<file path="config.mk">
export PLATFORM = sky130hd
export DESIGN_NAME = lru_tracker
export DESIGN_NICKNAME = d
export VERILOG_FILES = /design/src/rtl/lru_pkg.sv /design/src/rtl/lru_age_cell.sv /design/src/rtl/lru_victim_find.sv /design/src/rtl/lru_onehot_dec.sv /design/src/rtl/lru_tracker.sv
export SDC_FILE = /design/constraint.sdc
export NUM_CORES = 1
export LEC_CHECK = 0
export ABC_AREA = 1
export CAP_MARGIN = 20
export CORE_MARGIN = 5
export CORE_UTILIZATION = 25
export DETAILED_ROUTE_END_ITERATION = 16
export DONT_BUFFER_PORTS = 1
export PLACE_DENSITY = 0.42
export SYNTH_ARGS = -nofsm -noshare
export SYNTH_HDL_FRONTEND = slang
export SYNTH_SLANG_ARGS = --single-unit
</file>
<file path="constraint.sdc">
create_clock -name clk -period 6.2 [get_ports clk]
set_input_delay 1.24 -clock clk [delete_from_list [all_inputs] [get_ports clk]]
set_output_delay 1.24 -clock clk [all_outputs]
set_load 0.01 [all_outputs]
</file>
<file path="src/rtl/lru_pkg.sv">
package lru_pkg;
   typedef enum logic [1:0] {
      OP_READ  = 2'b00,
      OP_WRITE = 2'b01,
      OP_INVAL = 2'b10,
      OP_NONE  = 2'b11
   } lru_op_e;
endpackage

</file>
<file path="src/rtl/lru_age_cell.sv">
// Rank register for one way: 0 is least recent, N-1 most recent.
module lru_age_cell #(
   parameter int N         = 8,
   parameter int IW        = $clog2(N),
   parameter int RESET_AGE = 0
) (
   input  logic          clk,
   input  logic          rst_n,
   input  logic          upd_en,
   input  logic          to_mru,
   input  logic          is_target,
   input  logic [IW-1:0] target_age,
   output logic [IW-1:0] age
);
   localparam logic [IW-1:0] TOP_AGE  = IW'(N - 1);
   localparam logic [IW-1:0] INIT_AGE = IW'(RESET_AGE);

   logic [IW-1:0] age_d;

   always_comb begin
      age_d = age;
      if (upd_en) begin
         if (is_target) begin
            age_d = to_mru ? TOP_AGE : '0;
         end else if (to_mru && (age > target_age)) begin
            age_d = age - 1'b1;
         end else if (!to_mru && (age < target_age)) begin
            age_d = age + 1'b1;
         end
      end
   end

   always_ff @(posedge clk or negedge rst_n) begin
      if (!rst_n) age <= INIT_AGE;
      else        age <= age_d;
   end

   // without an update the rank does not move
   a_r7_cell_hold: assert property (@(posedge clk) disable iff (!rst_n)
      !upd_en |=> $stable(age));
endmodule

</file>
<file path="src/rtl/lru_victim_find.sv">
// Finds the way whose rank is zero.
module lru_victim_find #(
   parameter int N  = 8,
   parameter int IW = $clog2(N)
) (
   input  logic                 clk,
   input  logic                 rst_n,
   input  logic [N-1:0][IW-1:0] ages,
   output logic [N-1:0]         victim_oh,
   output logic [IW-1:0]        victim_idx
);
   for (genvar i = 0; i < N; i++) begin : g_zero
      assign victim_oh[i] = (ages[i] == '0);
   end

   always_comb begin
      victim_idx = '0;
      for (int i = 0; i < N; i++) begin
         if (victim_oh[i]) victim_idx = victim_idx | IW'(i);
      end
   end

   // the ranks stay a permutation, so exactly one way is least recent
   a_r9_single_lru: assert property (@(posedge clk) disable iff (!rst_n)
      $countones(victim_oh) == 1);
endmodule

</file>
<file path="src/rtl/lru_onehot_dec.sv">
module lru_onehot_dec #(
   parameter int N  = 8,
   parameter int IW = $clog2(N)
) (
   input  logic [IW-1:0] idx,
   output logic [N-1:0]  oh
);
   for (genvar i = 0; i < N; i++) begin : g_dec
      assign oh[i] = (idx == IW'(i));
   end
endmodule

</file>
<file path="src/rtl/lru_tracker.sv">
module lru_tracker
   import lru_pkg::*;
#(
   parameter int N  = 8,
   parameter int IW = $clog2(N)
) (
   input  logic          clk,
   input  logic          rst_n,
   input  logic          req_valid,
   input  logic [1:0]    req_op,
   input  logic [IW-1:0] req_way,
   output logic          res_valid,
   output logic [N-1:0]  res_way
);
   initial begin : p_param_chk
      assert ((N >= 2) && ((N & (N - 1)) == 0))
         else $fatal(1, "lru_tracker: N must be a power of two, at least 2");
      assert (IW == $clog2(N))
         else $fatal(1, "lru_tracker: IW must equal log2(N)");
   end

   lru_op_e               op;
   logic                  accept;
   logic                  to_mru;
   logic [N-1:0][IW-1:0]  age_q;
   logic [N-1:0]          victim_oh;
   logic [IW-1:0]         victim_idx;
   logic [IW-1:0]         tgt_idx;
   logic [N-1:0]          tgt_oh;
   logic [IW-1:0]         tgt_age;

   assign op      = lru_op_e'(req_op);
   assign accept  = req_valid && (op != OP_NONE);
   assign to_mru  = (op != OP_INVAL);
   assign tgt_idx = (op == OP_WRITE) ? victim_idx : req_way;
   assign tgt_age = age_q[tgt_idx];

   lru_victim_find #(.N(N), .IW(IW)) u_victim (
      .clk        (clk),
      .rst_n      (rst_n),
      .ages       (age_q),
      .victim_oh  (victim_oh),
      .victim_idx (victim_idx)
   );

   lru_onehot_dec #(.N(N), .IW(IW)) u_dec (
      .idx (tgt_idx),
      .oh  (tgt_oh)
   );

   for (genvar i = 0; i < N; i++) begin : g_way
      lru_age_cell #(.N(N), .IW(IW), .RESET_AGE(i)) u_cell (
         .clk        (clk),
         .rst_n      (rst_n),
         .upd_en     (accept),
         .to_mru     (to_mru),
         .is_target  (tgt_oh[i]),
         .target_age (tgt_age),
         .age        (age_q[i])
      );
   end

   always_ff @(posedge clk or negedge rst_n) begin
      if (!rst_n) begin
         res_valid <= 1'b0;
         res_way   <= '0;
      end else begin
         res_valid <= accept;
         res_way   <= accept ? tgt_oh : '0;
      end
   end

   // every accepted request yields a result on the next edge
   a_r3_result_next: assert property (@(posedge clk) disable iff (!rst_n)
      (req_valid && (req_op != 2'b11)) |=> res_valid);
   // idle or reserved cycles yield nothing
   a_r7_no_result: assert property (@(posedge clk) disable iff (!rst_n)
      (!req_valid || (req_op == 2'b11)) |=> (!res_valid && (res_way == '0)));
   // one-hot when valid
   a_r8_onehot: assert property (@(posedge clk) disable iff (!rst_n)
      res_valid |-> ($countones(res_way) == 1));
   // read echoes its way
   a_r4_read_echo: assert property (@(posedge clk) disable iff (!rst_n)
      (req_valid && (req_op == 2'b00)) |=> (res_way == (N'(1) << $past(req_way))));
   // invalidate echoes its way
   a_r6_inval_echo: assert property (@(posedge clk) disable iff (!rst_n)
      (req_valid && (req_op == 2'b10)) |=> (res_way == (N'(1) << $past(req_way))));
   // write returns the way that held rank zero
   a_r5_write_victim: assert property (@(posedge clk) disable iff (!rst_n)
      (req_valid && (req_op == 2'b01)) |=> (res_way == $past(victim_oh)));
   // an invalidated way becomes the victim
   a_r6_inval_lru: assert property (@(posedge clk) disable iff (!rst_n)
      (req_valid && (req_op == 2'b10)) |=> (victim_oh == (N'(1) << $past(req_way))));
   // ordering held when nothing is accepted
   a_r2_hold_order: assert property (@(posedge clk) disable iff (!rst_n)
      (!req_valid || (req_op == 2'b11)) |=> $stable(age_q));
endmodule

</file>
==> results.yml, run 1 <==
global_route:
  grt-ovfl-total: 0
  grt_max_degree: 34
  grt_pass1_wl_um: 14580
  grt_antenna_before_repair: 0
  grt.total_usage: 0.1264
  first_global_vias: 2921
placement:
  port-buffer-count: 0
  globalplace.congestion: 0.8685
  placed_cell_area_um2: 3364
  dp_hpwl_um: 6597
layout:
  area_delta_synth_final_pct: 11.79
  mostFrequentLayoutCell: "nand2_1"
  drive_gt1_frac: 0.1670
  num-nets-final: 498
  design_area_um2: 3511
  final_util: 0.2816
  layout_common_cells: "nand2_1 (128), inv_1 (68), nand3_1 (50)"
  antenna-diode-count: 0
logic_synthesis:
  synthesis.nets: 491
  avgSynthCellArea_um2: 6.842
  ys_ff_latch: 33
  yosysWarnings: 0
  netlist-cell-type-count: 33
  ys_seq_area_frac: 0.2677
  syn_inst: 459
  syn_area_um2: 3141
die:
  initial_core_util: 0.2519
  fp.dieH_um: 122.1
  rows: 41
  core_area_um2: 12470
  dieArea_um2: 14900
  io_pins: 17
  die_w_um: 122.1
detailed_routing:
  drc_errors: 0
  ant_nets: 0
  drt_iter0_drc: 94
  drt-total-wl_um: 8562
  vias: 2786
  post_drt_wl_per_cell_um: 13.40
  viasPerCell: 4.360
  dr.pass1.iters: 4
clock_tree:
  insertion_delay_ns: 0.28
  htree_levels: 2
  cts.clk_slew.worst_paths_ns: 0.06
  postCtsHoldBufs: 0
  cts_setup_buffers: 0
  cts.path.max_buffers: 2
  cts_sinks: 33
  numCtsBuffers: 5
  cts_root_buf: "clkbuf_16"
  cts_tree: "built"
  ctsResizeCount: 0
min_path:
  min_path_type: "register to register"
timing:
  finalSetupViolCount: 0
  drv_slew: 0
  slew_headroom: 0.4362
  tightest_slew_ns: 0.8431
  period_share: 0.7282
  finalHoldViolCount: 0
  finalClockSkew_ns: 0.005975
  tns_ns: 0
  period_minus_slack_ns: 4.515
  rsz0062_at_grt: "false"
  max_clock_freq_ghz: 0.2215
worst_setup_path:
  worst_path_max_delay_cell: "o32ai_1"
  crit_path_max_incr_delay_ns: 0.77
  cpMostUsedCell: "nand2_1"
  endpoint_kind: "register"
  cp_max_fo: 7
  worstPathRequired_ns: 6.37
  arrival_ns: 4.69
  critical_path.startpoint_type: "primary input"
  critPathKind: "primary input to register"
  crit_chain: "inv_2 > nand2_1 > inv_4 > nand2_1 > o21bai_4 > nor2_1 > inv_1 > o21ai_0 > o32ai_1 > buf_4 > ha_1 > nand3_1 > nor2_1 > nor2_1 > nand2_2 > fa_1 > xor2_1 > inv_1 > nand3_1 > nand3_1 > nand2_1 > nand2_1 > nand2_1"
job:
  drv_cap: 0
power:
  powerDensity_nw_per_um2: 598.9
  leakage_nw: 1.789
  vdd_drop_max_mv: 0.1730
run_status:
  status: "complete, no violations"
[final cells by class]
type                       instances  area [µm²]
clock buffer                       8       146.4
multi-input combinational        346        1994
sequential                        33       840.8
timing repair buffer               3       22.52
fill                            1392        8955
tap                              172       215.2
inverter                          77       291.5
[stage by stage]
stage / power (mW) / setup slack (ns) / instances / hold WS (ns)
detailed placement: 1.864 / 1.386 / 631 / 0.4807
finish: 2.103 / 1.685 / 639 / 0.4835
global route: 2.388 / 1.364 / 639 / 0.4964
global placement: 1.870 / 1.512 / 631 / 0.4715
floorplan: 1.557 / 1.819 / 459 / 0.4521
CTS: 2.132 / 1.668 / 639 / 0.4886
[metal layers]
| metal | global-route usage | vias to the layer above | share of wire |
|---|---|---|---|
| li1 | - | 1470 | - |
| met1 | 0.1561 | 1281 | 0.47 |
| met2 | 0.2238 | 26 | 0.49 |
| met3 | 0.02136 | 9 | 0.022 |
| met4 | 0.03989 | 0 | 0.018 |
| met5 | 0 | - | 0 |
[final timing paths]
check / start / to / slack (ns) / cells after the start
max: req_op[1] / g_way[1].u_cell.age[2] / 1.69 / 23
min: g_way[7].u_cell.age[0] / g_way[7].u_cell.age[0] / 0.48 / 2
max reg2reg: g_way[5].u_cell.age[0] / g_way[1].u_cell.age[2] / 2.04 / 22
min reg2reg: g_way[7].u_cell.age[0] / g_way[7].u_cell.age[0] / 0.48 / 2
max in group asynchronous: rst_n / g_way[6].u_cell.age[1] / 5.36 / 0
min in group asynchronous: rst_n / g_way[2].u_cell.age[0] / 0.66 / 0
[critical path, delay by kind of cell]
family	cells	cell delay (ns)
AO/OA/AOI/OAI	3	1.08
XOR/XNOR	1	0.16
adder cells (fa/ha/maj)	2	0.61
buffers and inverters	5	0.65
AND/OR/NAND/NOR	12	0.92
[logic make-up (layout without fill, tap and decap cells)]
kind of cell,count (synthesis),after routing,share of synthesized area
adders and majority gates,24,24,0.1147
DFF,33,33,0.2677
buffers and inverters,80,88,0.09721
AOI/OAI and AO/OA,44,44,0.09561
xor gates and xnor gates,8,8,0.02231
and+or+nand+nor,270,270,0.4024
[Yosys cell counts, drive strengths merged]
| library cell | instances | share of area |
|---|---|---|
| xor2 | 8 | 0.022 |
| inv | 77 | 0.093 |
| buf | 2 | 0.0032 |
| nand2 | 157 | 0.22 |
| dfrtp | 21 | 0.17 |
| nand4 | 6 | 0.012 |
| o21ai | 24 | 0.041 |
| o32ai | 1 | 0.0028 |
| o21bai | 7 | 0.020 |
| clkbuf | 1 | 0.0012 |
| o22ai | 7 | 0.020 |
| fa | 8 | 0.051 |
| o31ai | 1 | 0.0024 |
| o211ai | 2 | 0.0048 |
| nand3 | 59 | 0.11 |
| a21oi | 1 | 0.0016 |
| dfstp | 12 | 0.10 |
| ha | 16 | 0.064 |
| o2111ai | 1 | 0.0028 |
| nor2 | 48 | 0.061 |
[registers in the layout, summed over array words and instances, names as in the netlist]
| register | flops |
|---|---|
| g_way.u_cell.age | 24 |
| res_way | 8 |
| res_valid | 1 |
[power by group]
group / internal, mW / switching (mW)
Combinational: 0.528 / 0.873
Sequential: 0.327 / 0.125
Clock: 0.160 / 0.0895
Total: 1.01 / 1.09
No activity file was read; power rests on OpenSTA's default activity.
==> run 2: changes to the inputs <==
--- a/config.mk
+++ b/config.mk
@@ -5,13 +5,13 @@
 export SDC_FILE = /design/constraint.sdc
 export NUM_CORES = 1
 export LEC_CHECK = 0
-export ABC_AREA = 1
+export ABC_AREA = 0
 export CAP_MARGIN = 20
 export CORE_MARGIN = 5
 export CORE_UTILIZATION = 25
 export DETAILED_ROUTE_END_ITERATION = 16
 export DONT_BUFFER_PORTS = 1
-export PLACE_DENSITY = 0.42
+export PLACE_DENSITY = 0.44
 export SYNTH_ARGS = -nofsm -noshare
 export SYNTH_HDL_FRONTEND = slang
 export SYNTH_SLANG_ARGS = --single-unit
==> constraint.sdc (replaced) <==
create_clock -name clk -period 3.7 [get_ports clk]
set_input_delay 0.74 -clock clk [delete_from_list [all_inputs] [get_ports clk]]
set_output_delay 0.74 -clock clk [all_outputs]
set_load 0.01 [all_outputs]
==> run 2 against run 1 <==
The flow now finishes with violations (negative setup slack). Synthesized cell count is 6.5% lower. Clock power is 77% higher. Critical path depth decreased by 4. Register-to-register slack got worse by 2.5 ns. Synthesized area grew 11%. Sequential share of layout area decreased by 8.7 points. Sequential power increased by 42%. Clock skew grew 0.0037 ns. Global-route usage grew 2.4 points. Utilization is 12 points higher.
==> results.yml, run 2 <==
timing:
  max_clock_freq_ghz: 0.2389
  finalClockSkew_ns: 0.009667
  postLayoutSetupSlackWorst_ns: -0.4855
  drv_slew: 0
  rsz0062_at_grt: "true"
  period_share: 1.131
  tightest_slew_ns: 0.5443
  slew_headroom: 0.6362
  finalSetupViolCount: 20
  tns_ns: -6.074
  period_minus_slack_ns: 4.185
  finalHoldViolCount: 0
die:
  die_w_um: 128.1
  io_pins: 17
  core_area_um2: 13770
  initial_core_util: 0.2531
  fp.dieH_um: 128.1
  rows: 43
  dieArea_um2: 16400
detailed_routing:
  drc_errors: 0
  dr.pass1.iters: 4
  drt-total-wl_um: 12420
  ant_nets: 0
  drt_iter0_drc: 187
  vias: 3834
  post_drt_wl_per_cell_um: 16.92
  viasPerCell: 5.223
layout:
  antenna-diode-count: 0
  largest-register: "g_way.u_cell.age"
  mostFrequentLayoutCell: "buf_4"
  largest_reg_flops: 24
  top_regs: "g_way.u_cell.age: 24 flops, res_way: 8 flops, res_valid: 1 flops"
  num-nets-final: 585
  layout_common_cells: "buf_4 (121), nand2_1 (41), nor2_1 (34)"
  num-fill-cells: 1406
  area_delta_synth_final_pct: 58.04
  drive_gt1_frac: 0.4765
worst_setup_path:
  critical_path.startpoint_type: "register"
  cp_max_fo: 6
  path_buf_inv: 5
  ff2ff_path_depth: 19
  r2r-start: "g_way[5].u_cell.age[0]"
  crit_path_max_incr_delay_ns: 0.54
  crit_chain: "nor3_2 > or3_4 > o32a_4 > mux2i_1 > a211oi_2 > a31oi_4 > buf_6 > buf_6 > ha_4 > nand2_1 > a32oi_2 > o31ai_4 > o31a_1 > inv_1 > fa_2 > inv_2 > buf_4 > a311oi_1 > o22a_1"
  cpMostUsedCell: "buf_6"
  worst_path_max_delay_cell: "dfstp_2"
  r2r_end: "g_way[2].u_cell.age[2]"
  arrival_ns: 4.42
  endpoint_kind: "register"
  critPathKind: "register to register"
  cp_top_family: "compound AO/OA/AOI/OAI gates"
  r2r_slack_ns: -0.49
  worstPathRequired_ns: 3.93
power:
  fin_total_pwr_mw: 6.587
  vdd_drop_max_mv: 0.3081
  leakage_nw: 2.339
  powerDensity_nw_per_um2: 1196
global_route:
  grt.total_usage: 0.1502
  grt_max_degree: 36
  grt_antenna_before_repair: 0
  grt_pass1_wl_um: 19670
  first_global_vias: 3820
  grt-ovfl-total: 0
logic_synthesis:
  synthesis.nets: 461
  synth_most_common_cell: "nand2_1"
  synth_ff_type: "dfrtp_1"
  syn_inst: 429
  avgSynthCellArea_um2: 8.126
  yosysTopAreaCell: "dfrtp_1"
  netlist-cell-type-count: 65
  yosysWarnings: 0
  ys_ff_latch: 33
  async_reset_ff_frac: 1.000
  netlist.area_leader.share: 0.1508
  synth_common_cells: "nand2_1 (50), nor2_1 (41), inv_1 (30)"
  synth_edf_count: 0
  syn_area_um2: 3486
  yosys-top-cells-area: "dfrtp_1 (15%), dfstp_2 (9.0%), ha_1 (5.7%)"
  ys_seq_area_frac: 0.2412
clock_tree:
  numCtsBuffers: 5
  cts.clk_slew.worst_paths_ns: 0.06
  htree_levels: 2
  cts_sinks: 33
  cts_tree: "built"
  insertion_delay_ns: 0.29
  cts.path.max_buffers: 2
  postCtsHoldBufs: 0
  cts_root_buf: "clkbuf_16"
placement:
  port-buffer-count: 0
  dp_hpwl_um: 8815
  globalplace.congestion: 0.8335
job:
  drv_cap: 0
run_status:
  status: "finished with violations"
  violations: "negative setup slack"
min_path:
  min_path_type: "primary input to asynchronous set/reset pin"
==> run 2: changes by cell type after synthesis, sizes merged, moves of 16 or more <==
cell and delta:
nand2 -107, nand3 -48, inv -46, nor3 +20
a21oi +17, o31ai +17, clkbuf +16
==> run 2: metrics by stage <==
stage | instances | util | area (µm²) | setup slack (ns) | hold WS, ns
finish | 734 | 0.4000 | 5509 | -0.4855 | 0.1386
global route | 734 | 0.4000 | 5509 | -0.6097 | 0.1258
CTS | 714 | 0.3666 | 5050 | -0.4028 | 0.1285
detailed placement | 696 | 0.3321 | 4574 | -0.8257 | 0.4455
global placement | 696 | 0.3321 | 4574 | -0.7619 | 0.4454
floorplan | 429 | - | 3626 | -0.7125 | 0.4444
==> run 2: timing repair <==
item / CTS / global route
resized for setup: 50 / 64
setup buffers: 11 / 23
pin swaps: 18 / 35
endpoints found under the setup margin: 23 / 24
==> run 2: logic make-up (layout without fill, tap and decap cells) <==
| group | after synthesis | after routing | synth area share |
|---|---|---|---|
| buffers and inverters | 53 | 178 | 0.06317 |
| adder cells (fa/ha/maj) | 24 | 24 | 0.1034 |
| AO/OA/AOI/OAI | 153 | 153 | 0.3478 |
| flip-flops | 33 | 33 | 0.2412 |
| XOR/XNOR | 1 | 1 | 0.002513 |
| multiplexers | 11 | 11 | 0.03518 |
| AND/OR/NAND/NOR | 154 | 154 | 0.2067 |
==> run 2: worst max path at each step <==
stage / startpoint / end / slack, ns / cells after the start
2_1_floorplan: req_op[1] / g_way[6].u_cell.age[2] / -0.71 / 18
3_3_place_gp: req_op[1] / g_way[2].u_cell.age[2] / -0.76 / 18
3_5_place_dp: req_op[1] / g_way[2].u_cell.age[2] / -0.83 / 18
4_1_cts: g_way[3].u_cell.age[0] / g_way[7].u_cell.age[2] / -0.40 / 18
5_1_grt: g_way[3].u_cell.age[0] / g_way[7].u_cell.age[2] / -0.61 / 21
6_report: g_way[5].u_cell.age[0] / g_way[2].u_cell.age[2] / -0.49 / 19
==> run 2: power breakdown <==
part / internal [mW] / switching [mW] / total [mW]
combinational: 2.88 / 2.62 / 5.50
clock: 0.269 / 0.173 / 0.442
sequential: 0.542 / 0.102 / 0.644
total: 3.69 / 2.90 / 6.59
==> run 2: final cells by class <==
| type | count | area, µm² | area share |
|---|---|---|---|
| multi-input cells | 343 | 3039 | 0.5517 |
| repair buffers | 139 | 1141 | 0.2071 |
| flip-flops and latches | 33 | 840.8 | 0.1526 |
| well taps | 180 | 225.2 | 0.04088 |
| clock buffers | 8 | 146.4 | 0.02657 |
| inverters | 31 | 116.4 | 0.02112 |
==> run 2: routing by layer <==
metal,vias to the layer above,share of wire,global-route usage
li1,1880,-,-
met1,1877,0.46,0.1964
met2,57,0.48,0.2440
met3,20,0.036,0.02958
met4,0,0.022,0.05743
met5,-,0,0
